===== config.mk =====
export PLATFORM = sky130hd
export DESIGN_NAME = ballast_ctrl
export DESIGN_NICKNAME = d
export VERILOG_FILES = /design/src/rtl/ballast_ctrl_pkg.sv /design/src/rtl/ballast_timer_dp.sv /design/src/rtl/ballast_seq_fsm.sv /design/src/rtl/ballast_ctrl.sv
export SDC_FILE = /design/constraint.sdc
export NUM_CORES = 1
export LEC_CHECK = 0
export BUFFER_PORTS_ARGS = -buffer_cell sky130_fd_sc_hd__buf_2
export CORE_ASPECT_RATIO = 1.2
export CORE_MARGIN = 2
export CORE_UTILIZATION = 59
export CTS_CLUSTER_DIAMETER = 200
export DETAILED_ROUTE_END_ITERATION = 12
export PLACE_DENSITY = 0.84
export SLEW_MARGIN = 20
export SYNTH_ARGS = -nofsm -noshare
export SYNTH_HDL_FRONTEND = slang
export SYNTH_SLANG_ARGS = --single-unit

===== constraint.sdc =====
create_clock -name clk -period 3.15 [get_ports clk]
set_input_delay 0.4725 -clock clk [delete_from_list [all_inputs] [get_ports clk]]
set_output_delay 0.4725 -clock clk [all_outputs]
set_load 0.01 [all_outputs]

===== src/rtl/ballast_ctrl_pkg.sv =====
package ballast_ctrl_pkg;

  typedef enum logic [1:0] {
    ST_STARTUP = 2'd0,
    ST_IGNITE  = 2'd1,
    ST_BURN    = 2'd2,
    ST_PWRDN   = 2'd3
  } lampState_e;

  typedef enum logic [1:0] {
    FM_OFF   = 2'd0,
    FM_SWEEP = 2'd1,
    FM_HOLD  = 2'd2,
    FM_LOOP  = 2'd3
  } freqMode_e;

  // strobes from sequencer to the timer/restart datapath
  typedef struct packed {
    logic timerEnable;
    logic timerStart;
    logic restartReq;
  } dpCtrl_t;

endpackage


===== src/rtl/ballast_timer_dp.sv =====
module ballast_timer_dp
  import ballast_ctrl_pkg::*;
#(
  parameter int WINDOW_TICKS = 51_400_000,
  parameter int CNT_W        = $clog2(WINDOW_TICKS)
) (
  input  logic    clk,
  input  logic    rstN,
  input  dpCtrl_t ctrl,
  output logic    timerDone,
  output logic    timerActive,
  output logic    freqRestart
);

  localparam logic [CNT_W-1:0] LAST_TICK = CNT_W'(WINDOW_TICKS - 1);

  logic             armedQ;
  logic [CNT_W-1:0] cntQ;
  logic             restartQ;

  assign timerDone   = armedQ && (cntQ == LAST_TICK);
  assign timerActive = armedQ;
  assign freqRestart = restartQ;

  always_ff @(posedge clk) begin
    if (!rstN) begin
      armedQ   <= 1'b0;
      cntQ     <= '0;
      restartQ <= 1'b0;
    end else begin
      restartQ <= ctrl.restartReq;
      if (!ctrl.timerEnable || timerDone) begin
        armedQ <= 1'b0;
        cntQ   <= '0;
      end else if (armedQ) begin
        cntQ <= cntQ + 1'b1;
      end else if (ctrl.timerStart) begin
        armedQ <= 1'b1;
        cntQ   <= '0;
      end
    end
  end


  timer_idle_chk: assert property (@(posedge clk) disable iff (!rstN)
    !ctrl.timerEnable |=> !timerActive);


  done_single_chk: assert property (@(posedge clk) disable iff (!rstN)
    timerDone |=> !timerDone);


  restart_pulse_chk: assert property (@(posedge clk) disable iff (!rstN)
    ctrl.restartReq |=> freqRestart);

endmodule


===== src/rtl/ballast_seq_fsm.sv =====
module ballast_seq_fsm
  import ballast_ctrl_pkg::*;
(
  input  logic       clk,
  input  logic       rstN,
  input  logic       supplyAboveStart,
  input  logic       supplyBelowStop,
  input  logic       supplyBelowReset,
  input  logic       lampAboveFail,
  input  logic       lampAboveMax,
  input  logic       freqAtMin,
  input  logic       loopEngaged,
  input  logic       capModeEvt,
  input  logic       timerDone,
  input  logic       timerActive,
  output lampState_e stateQ,
  output dpCtrl_t    ctrl,
  output logic       oscEnable,
  output logic       curSenseEnable,
  output freqMode_e  freqMode
);

  lampState_e nextState;
  logic       oscPhase;
  logic       nextOscPhase;

  always_comb begin
    nextState = stateQ;
    unique case (stateQ)
      ST_STARTUP: if (supplyAboveStart && !supplyBelowStop) nextState = ST_IGNITE;
      ST_IGNITE: begin
        if (supplyBelowStop)                           nextState = ST_STARTUP;
        else if (timerDone && lampAboveFail)           nextState = ST_PWRDN;
        else if (freqAtMin && (!timerActive || timerDone)) nextState = ST_BURN;
      end
      ST_BURN: begin
        if (supplyBelowStop)    nextState = ST_STARTUP;
        else if (lampAboveFail) nextState = ST_IGNITE;
      end
      ST_PWRDN: if (supplyBelowReset) nextState = ST_STARTUP;
      default: nextState = ST_STARTUP;
    endcase
  end

  assign oscPhase     = (stateQ == ST_IGNITE) || (stateQ == ST_BURN);
  assign nextOscPhase = (nextState == ST_IGNITE) || (nextState == ST_BURN);

  always_comb begin
    ctrl.timerEnable = (nextState == ST_IGNITE);
    ctrl.timerStart  = lampAboveFail && (nextState == ST_IGNITE);
    ctrl.restartReq  = ((nextState == ST_IGNITE) && (stateQ != ST_IGNITE)) ||
                       (capModeEvt && oscPhase && nextOscPhase);
  end

  always_ff @(posedge clk) begin
    if (!rstN) stateQ <= ST_STARTUP;
    else       stateQ <= nextState;
  end

  assign oscEnable      = oscPhase;
  assign curSenseEnable = (stateQ == ST_BURN);

  always_comb begin
    unique case (stateQ)
      ST_IGNITE: freqMode = lampAboveMax ? FM_HOLD : FM_SWEEP;
      ST_BURN:   freqMode = loopEngaged  ? FM_LOOP : FM_HOLD;
      default:   freqMode = FM_OFF;
    endcase
  end


  pd_latch_chk: assert property (@(posedge clk) disable iff (!rstN)
    (stateQ == ST_PWRDN && !supplyBelowReset) |=> (stateQ == ST_PWRDN));


  pd_entry_chk: assert property (@(posedge clk) disable iff (!rstN)
    (stateQ == ST_IGNITE && timerDone && lampAboveFail && !supplyBelowStop)
      |=> (stateQ == ST_PWRDN));


  uvlo_chk: assert property (@(posedge clk) disable iff (!rstN)
    (oscPhase && supplyBelowStop) |=> (stateQ == ST_STARTUP));


  cap_hold_chk: assert property (@(posedge clk) disable iff (!rstN)
    (stateQ == ST_BURN && capModeEvt && !supplyBelowStop && !lampAboveFail)
      |=> (stateQ == ST_BURN));

endmodule


===== src/rtl/ballast_ctrl.sv =====
module ballast_ctrl
  import ballast_ctrl_pkg::*;
#(
  parameter int WINDOW_TICKS = 51_400_000
) (
  input  logic       clk,
  input  logic       rstN,
  input  logic       supplyAboveStart,
  input  logic       supplyBelowStop,
  input  logic       supplyBelowReset,
  input  logic       lampAboveFail,
  input  logic       lampAboveMax,
  input  logic       freqAtMin,
  input  logic       loopEngaged,
  input  logic       capModeEvt,
  output logic [1:0] lampState,
  output logic       oscEnable,
  output logic       curSenseEnable,
  output logic [1:0] freqMode,
  output logic       freqRestart,
  output logic       timerActive
);

  localparam int CNT_W = (WINDOW_TICKS > 2) ? $clog2(WINDOW_TICKS) : 1;

  lampState_e stateQ;
  freqMode_e  modeSel;
  dpCtrl_t    ctrl;
  logic       timerDone;

  ballast_seq_fsm u_fsm (
    .clk              (clk),
    .rstN             (rstN),
    .supplyAboveStart (supplyAboveStart),
    .supplyBelowStop  (supplyBelowStop),
    .supplyBelowReset (supplyBelowReset),
    .lampAboveFail    (lampAboveFail),
    .lampAboveMax     (lampAboveMax),
    .freqAtMin        (freqAtMin),
    .loopEngaged      (loopEngaged),
    .capModeEvt       (capModeEvt),
    .timerDone        (timerDone),
    .timerActive      (timerActive),
    .stateQ           (stateQ),
    .ctrl             (ctrl),
    .oscEnable        (oscEnable),
    .curSenseEnable   (curSenseEnable),
    .freqMode         (modeSel)
  );

  ballast_timer_dp #(
    .WINDOW_TICKS (WINDOW_TICKS),
    .CNT_W        (CNT_W)
  ) u_dp (
    .clk         (clk),
    .rstN        (rstN),
    .ctrl        (ctrl),
    .timerDone   (timerDone),
    .timerActive (timerActive),
    .freqRestart (freqRestart)
  );

  assign lampState = stateQ;
  assign freqMode  = modeSel;


  start_restart_chk: assert property (@(posedge clk) disable iff (!rstN)
    $rose(oscEnable) |-> freqRestart);


  sense_timer_chk: assert property (@(posedge clk) disable iff (!rstN)
    curSenseEnable |-> !timerActive);

endmodule


==> results.sh <==
export IMPL_drv_cap=0
export IMPL_intPower_uw=658
export IMPL_synth_cells=231
export IMPL_root_buffer="clkbuf_4"
export IMPL_drive_gt1_share_pct=20.0
export IMPL_ys_ff_latch=30
export IMPL_p_leak_nw=0.778
export IMPL_drtIter0Drc=122
export IMPL_met1_length_mm=1.87
export IMPL_synthDistinctLibCells=61
export IMPL_layout_commonest_cell="dfxtp_1"
export IMPL_slew_headroom_pct=57.0
export IMPL_crit_chain="inv_1 -> ha_1 -> or2_2 -> o32ai_1 -> a21bo_2 -> o21a_1 -> ha_1 -> nand3_1 -> buf_4 -> nand2_1 -> mux2_1 -> nor2_1"
export IMPL_synth_top_family_by_area="simple AND/OR/NAND/NOR gates"
export IMPL_p_total_uw=985
export IMPL_period_share_pct=92.3
export IMPL_n_antenna_cell=0
export IMPL_hpwl_mm=3.18
export IMPL_setup_slack_ps=243
export IMPL_dr_wl_met3_microns=190
export IMPL_cts_sinks=30
export IMPL_avgViaCountPerCell=6.30
export IMPL_gp_congestion=0.890
export IMPL_overflow=0
export IMPL_cp_top_family="compound AO/OA/AOI/OAI gates"
export IMPL_clkSlewWorstSetupHoldPaths_ps=90
export IMPL_multi_input_area_sq_um=1260
export IMPL_combPwrFrac_pct=30.5
export IMPL_worstSetupStartpoint="u_fsm.stateQ[0]$_SDFF_PN0_"
export IMPL_start_util_pct=62.1
export IMPL_post_cts_buffers=0
export IMPL_die_y_microns=66.4
export IMPL_worst_path_buf_inv=2
export IMPL_row_count=22
export IMPL_yosysWarnings=0
export IMPL_final_nets=270
export IMPL_outcome="finished clean"
export IMPL_power_density_nw_per_um2=459
export IMPL_antenna_found_initial=0
export IMPL_period_needed_ps=2910
export IMPL_htreeDepth=2
export IMPL_first_pass_iters=4
export IMPL_synth_area_sq_um=1920
export IMPL_clock_path_buffers=2
export IMPL_r2r_start="u_fsm.stateQ[0]$_SDFF_PN0_"
export IMPL_ctsResizeCount=0
export IMPL_rsz0062_at_grt="no"
export IMPL_cp_start_kind="register"
export IMPL_num_io_pins=18
export IMPL_synth_xor_area_share_pct=0.457
export IMPL_r2r_setup_slack_ps=240
export IMPL_layout_common_cells="dfxtp_1 (30), nand2_1 (29), nor2_1 (21)"
export IMPL_min_path_cells=3
export IMPL_worstSetupEndpointType="register"
export IMPL_register_area_sq_um=601
export IMPL_min_path_type="input port to register"
export IMPL_placeableCoreArea_sq_um=3080
export IMPL_fillCellCount=271
export IMPL_sequentialPowerShare_pct=40.4
export IMPL_p_clk_share_pct=29.1
export IMPL_ys_async_sr_fraction_pct=0
export IMPL_swShare_pct=33.2
export IMPL_stdcell_count=291
export IMPL_reg2reg_depth=12
export IMPL_grt_pass1_wl_mm=7.56
export IMPL_yosys_area_share_simple_pct=38.3
export IMPL_cts_buffers=5
export IMPL_clock_fmax_ghz=0.344
export IMPL_wl_per_cell_microns=15.2
export IMPL_seq_area_frac_synth_pct=31.4
export IMPL_setup_viol=0
export IMPL_grt_pass1_vias=1661
export IMPL_synth_mux_area_share_pct=6.99
export IMPL_synth_edff_count=0
export IMPL_wl_mm=4.41
export IMPL_dr_max_layer_used="met4"
export IMPL_final_area_sq_um=2150
export IMPL_crit_path_frequent_cell="ha_1"
export IMPL_grt_max_degree=21
export IMPL_avgSynthCellArea_sq_um=8.29
export IMPL_port_buffers=17
export IMPL_synth_compound_area_share_pct=15.9
export IMPL_dp_cells=283
export IMPL_die_x_microns=56.0
export IMPL_hold_buffers=0
export IMPL_die_area_sq_um=3720
export IMPL_clock_skew_ps=4.85
export IMPL_hold_viol=0
export IMPL_postRouteAntennaNets=0
export IMPL_r2r_end="u_dp.cntQ[16]$_SDFFE_PP0P_"
export IMPL_num_vias=1832
export IMPL_drv_slew=0
export IMPL_synth_top_flop_cell="dfxtp_1"
export IMPL_path_class="register to register"
export IMPL_grt_total_usage_pct=25.7
export IMPL_holdCritStartpoint="capModeEvt"
export IMPL_whs_endpoint="u_dp.freqRestart$_SDFF_PN0_"
export IMPL_setup_tns_final_ps=0
export IMPL_clock_latency_ps=330
export IMPL_area_growth_synth_to_final_pct=12.0
export IMPL_path_max_fanout=17
export IMPL_max_stage_delay_ps=440
export IMPL_drc=0
export IMPL_dp_slack_ps=217
export IMPL_p_sw_uw=327
export IMPL_placed_area_sq_um=2060
export IMPL_tightestPinTransition_ps=645
export IMPL_crit_slowest_cell="dfxtp_1"
export IMPL_syn_nets=247
export IMPL_wl_met2_mm=2.22
export IMPL_worstPathArrival_ps=3180
export IMPL_synthAdderAreaFrac_pct=3.92
export IMPL_irDropWorstVdd_v=0.000386
export IMPL_path_depth=12
export IMPL_cp_required_ps=3420
export IMPL_cts_tree="done"
-- registers in the layout, summed over array words and instances, names as in the netlist --
signal	count
u_dp.timerActive	1
u_dp.cntQ	26
u_fsm.stateQ	2
u_dp.freqRestart	1
-- layer usage --
metal / track usage, % / vias to the layer above
li1: - / 901
met4: 11.9 / 0
met2: 46.0 / 57
met5: 0 / -
met3: 4.31 / 15
met1: 29.8 / 859
-- cells in the mapped netlist, types with 2 or more instances --
cell type | count | area [sq um]
nor2_1 | 21 | 78.8
nand2_1 | 29 | 109
a311oi_1 | 3 | 26.3
nand3_1 | 18 | 90.1
mux2_1 | 6 | 67.6
o211ai_1 | 2 | 15.0
and3_1 | 6 | 37.5
nand2b_1 | 4 | 25.0
nor3b_1 | 2 | 15.0
dfxtp_1 | 30 | 601
and4_1 | 2 | 17.5
nor4b_1 | 4 | 35.0
a21oi_1 | 12 | 60.1
o21ai_0 | 5 | 25.0
mux2i_1 | 4 | 40.0
o21a_1 | 3 | 22.5
o32ai_1 | 2 | 17.5
ha_1 | 6 | 75.1
a211oi_1 | 2 | 15.0
buf_2 | 5 | 25.0
nor2b_1 | 7 | 43.8
nor2_2 | 2 | 12.5
nor3_1 | 3 | 15.0
inv_1 | 6 | 22.5
nor4_2 | 3 | 37.5
nand4_1 | 9 | 56.3
-- power groups by stage --
stage | clock network, mW | logic, mW | registers (mW)
finish | 0.287 | 0.301 | 0.398
global route | 0.303 | 0.335 | 0.399
CTS | 0.290 | 0.298 | 0.398
detailed placement | 0 | 0.296 | 0.406
global placement | 0 | 0.295 | 0.405
floorplan | 0 | 0.198 | 0.410
-- layout make-up --
class / instances / area share [%]
clock buffer: 8 / 3.67
inverter: 7 / 1.22
multi-input combinational: 187 / 59.0
sequential: 30 / 28.0
tap: 36 / 2.10
timing repair buffer: 23 / 6.06
-- worst max-delay path by stage --
stage                                            end
after floorplan           u_dp.cntQ[24]$_SDFFE_PP0P_
after global placement     u_dp.cntQ[1]$_SDFFE_PP0P_
after detailed placement   u_dp.cntQ[1]$_SDFFE_PP0P_
after CTS                  u_dp.cntQ[1]$_SDFFE_PP0P_
after global routing      u_dp.cntQ[14]$_SDFFE_PP0P_
final                     u_dp.cntQ[16]$_SDFFE_PP0P_
-- kinds of logic (layout without fill, tap and decap cells) --
family                   after synthesis  count (layout)
multiplexers                          12              12
flip-flops                            30              30
AO/OA/AOI/OAI                         43              43
AND/OR/NAND/NOR                      125             125
XOR/XNOR                               1               1
buffers and inverters                 14              38
adder cells (fa/ha/maj)                6               6
-- metrics by stage --
step | hold WS, ps | util, %
6_report | 408 | 69.6
4_1_cts | 409 | 69.3
5_1_grt | 421 | 69.6
3_5_place_dp | 481 | 66.8
3_3_place_gp | 476 | 66.8
2_1_floorplan | 454 | -
-- worst reg2reg max path, cell delays in order, from the launching register on --
cell and delay (ps):
dfxtp_1 440, inv_1 120, ha_1 280, or2_2 310
o32ai_1 180, a21bo_2 260, o21a_1 180, ha_1 250
nand3_1 100, buf_4 230, nand2_1 100, mux2_1 300
nor2_1 100
No activity file was read; power rests on OpenSTA's default activity.
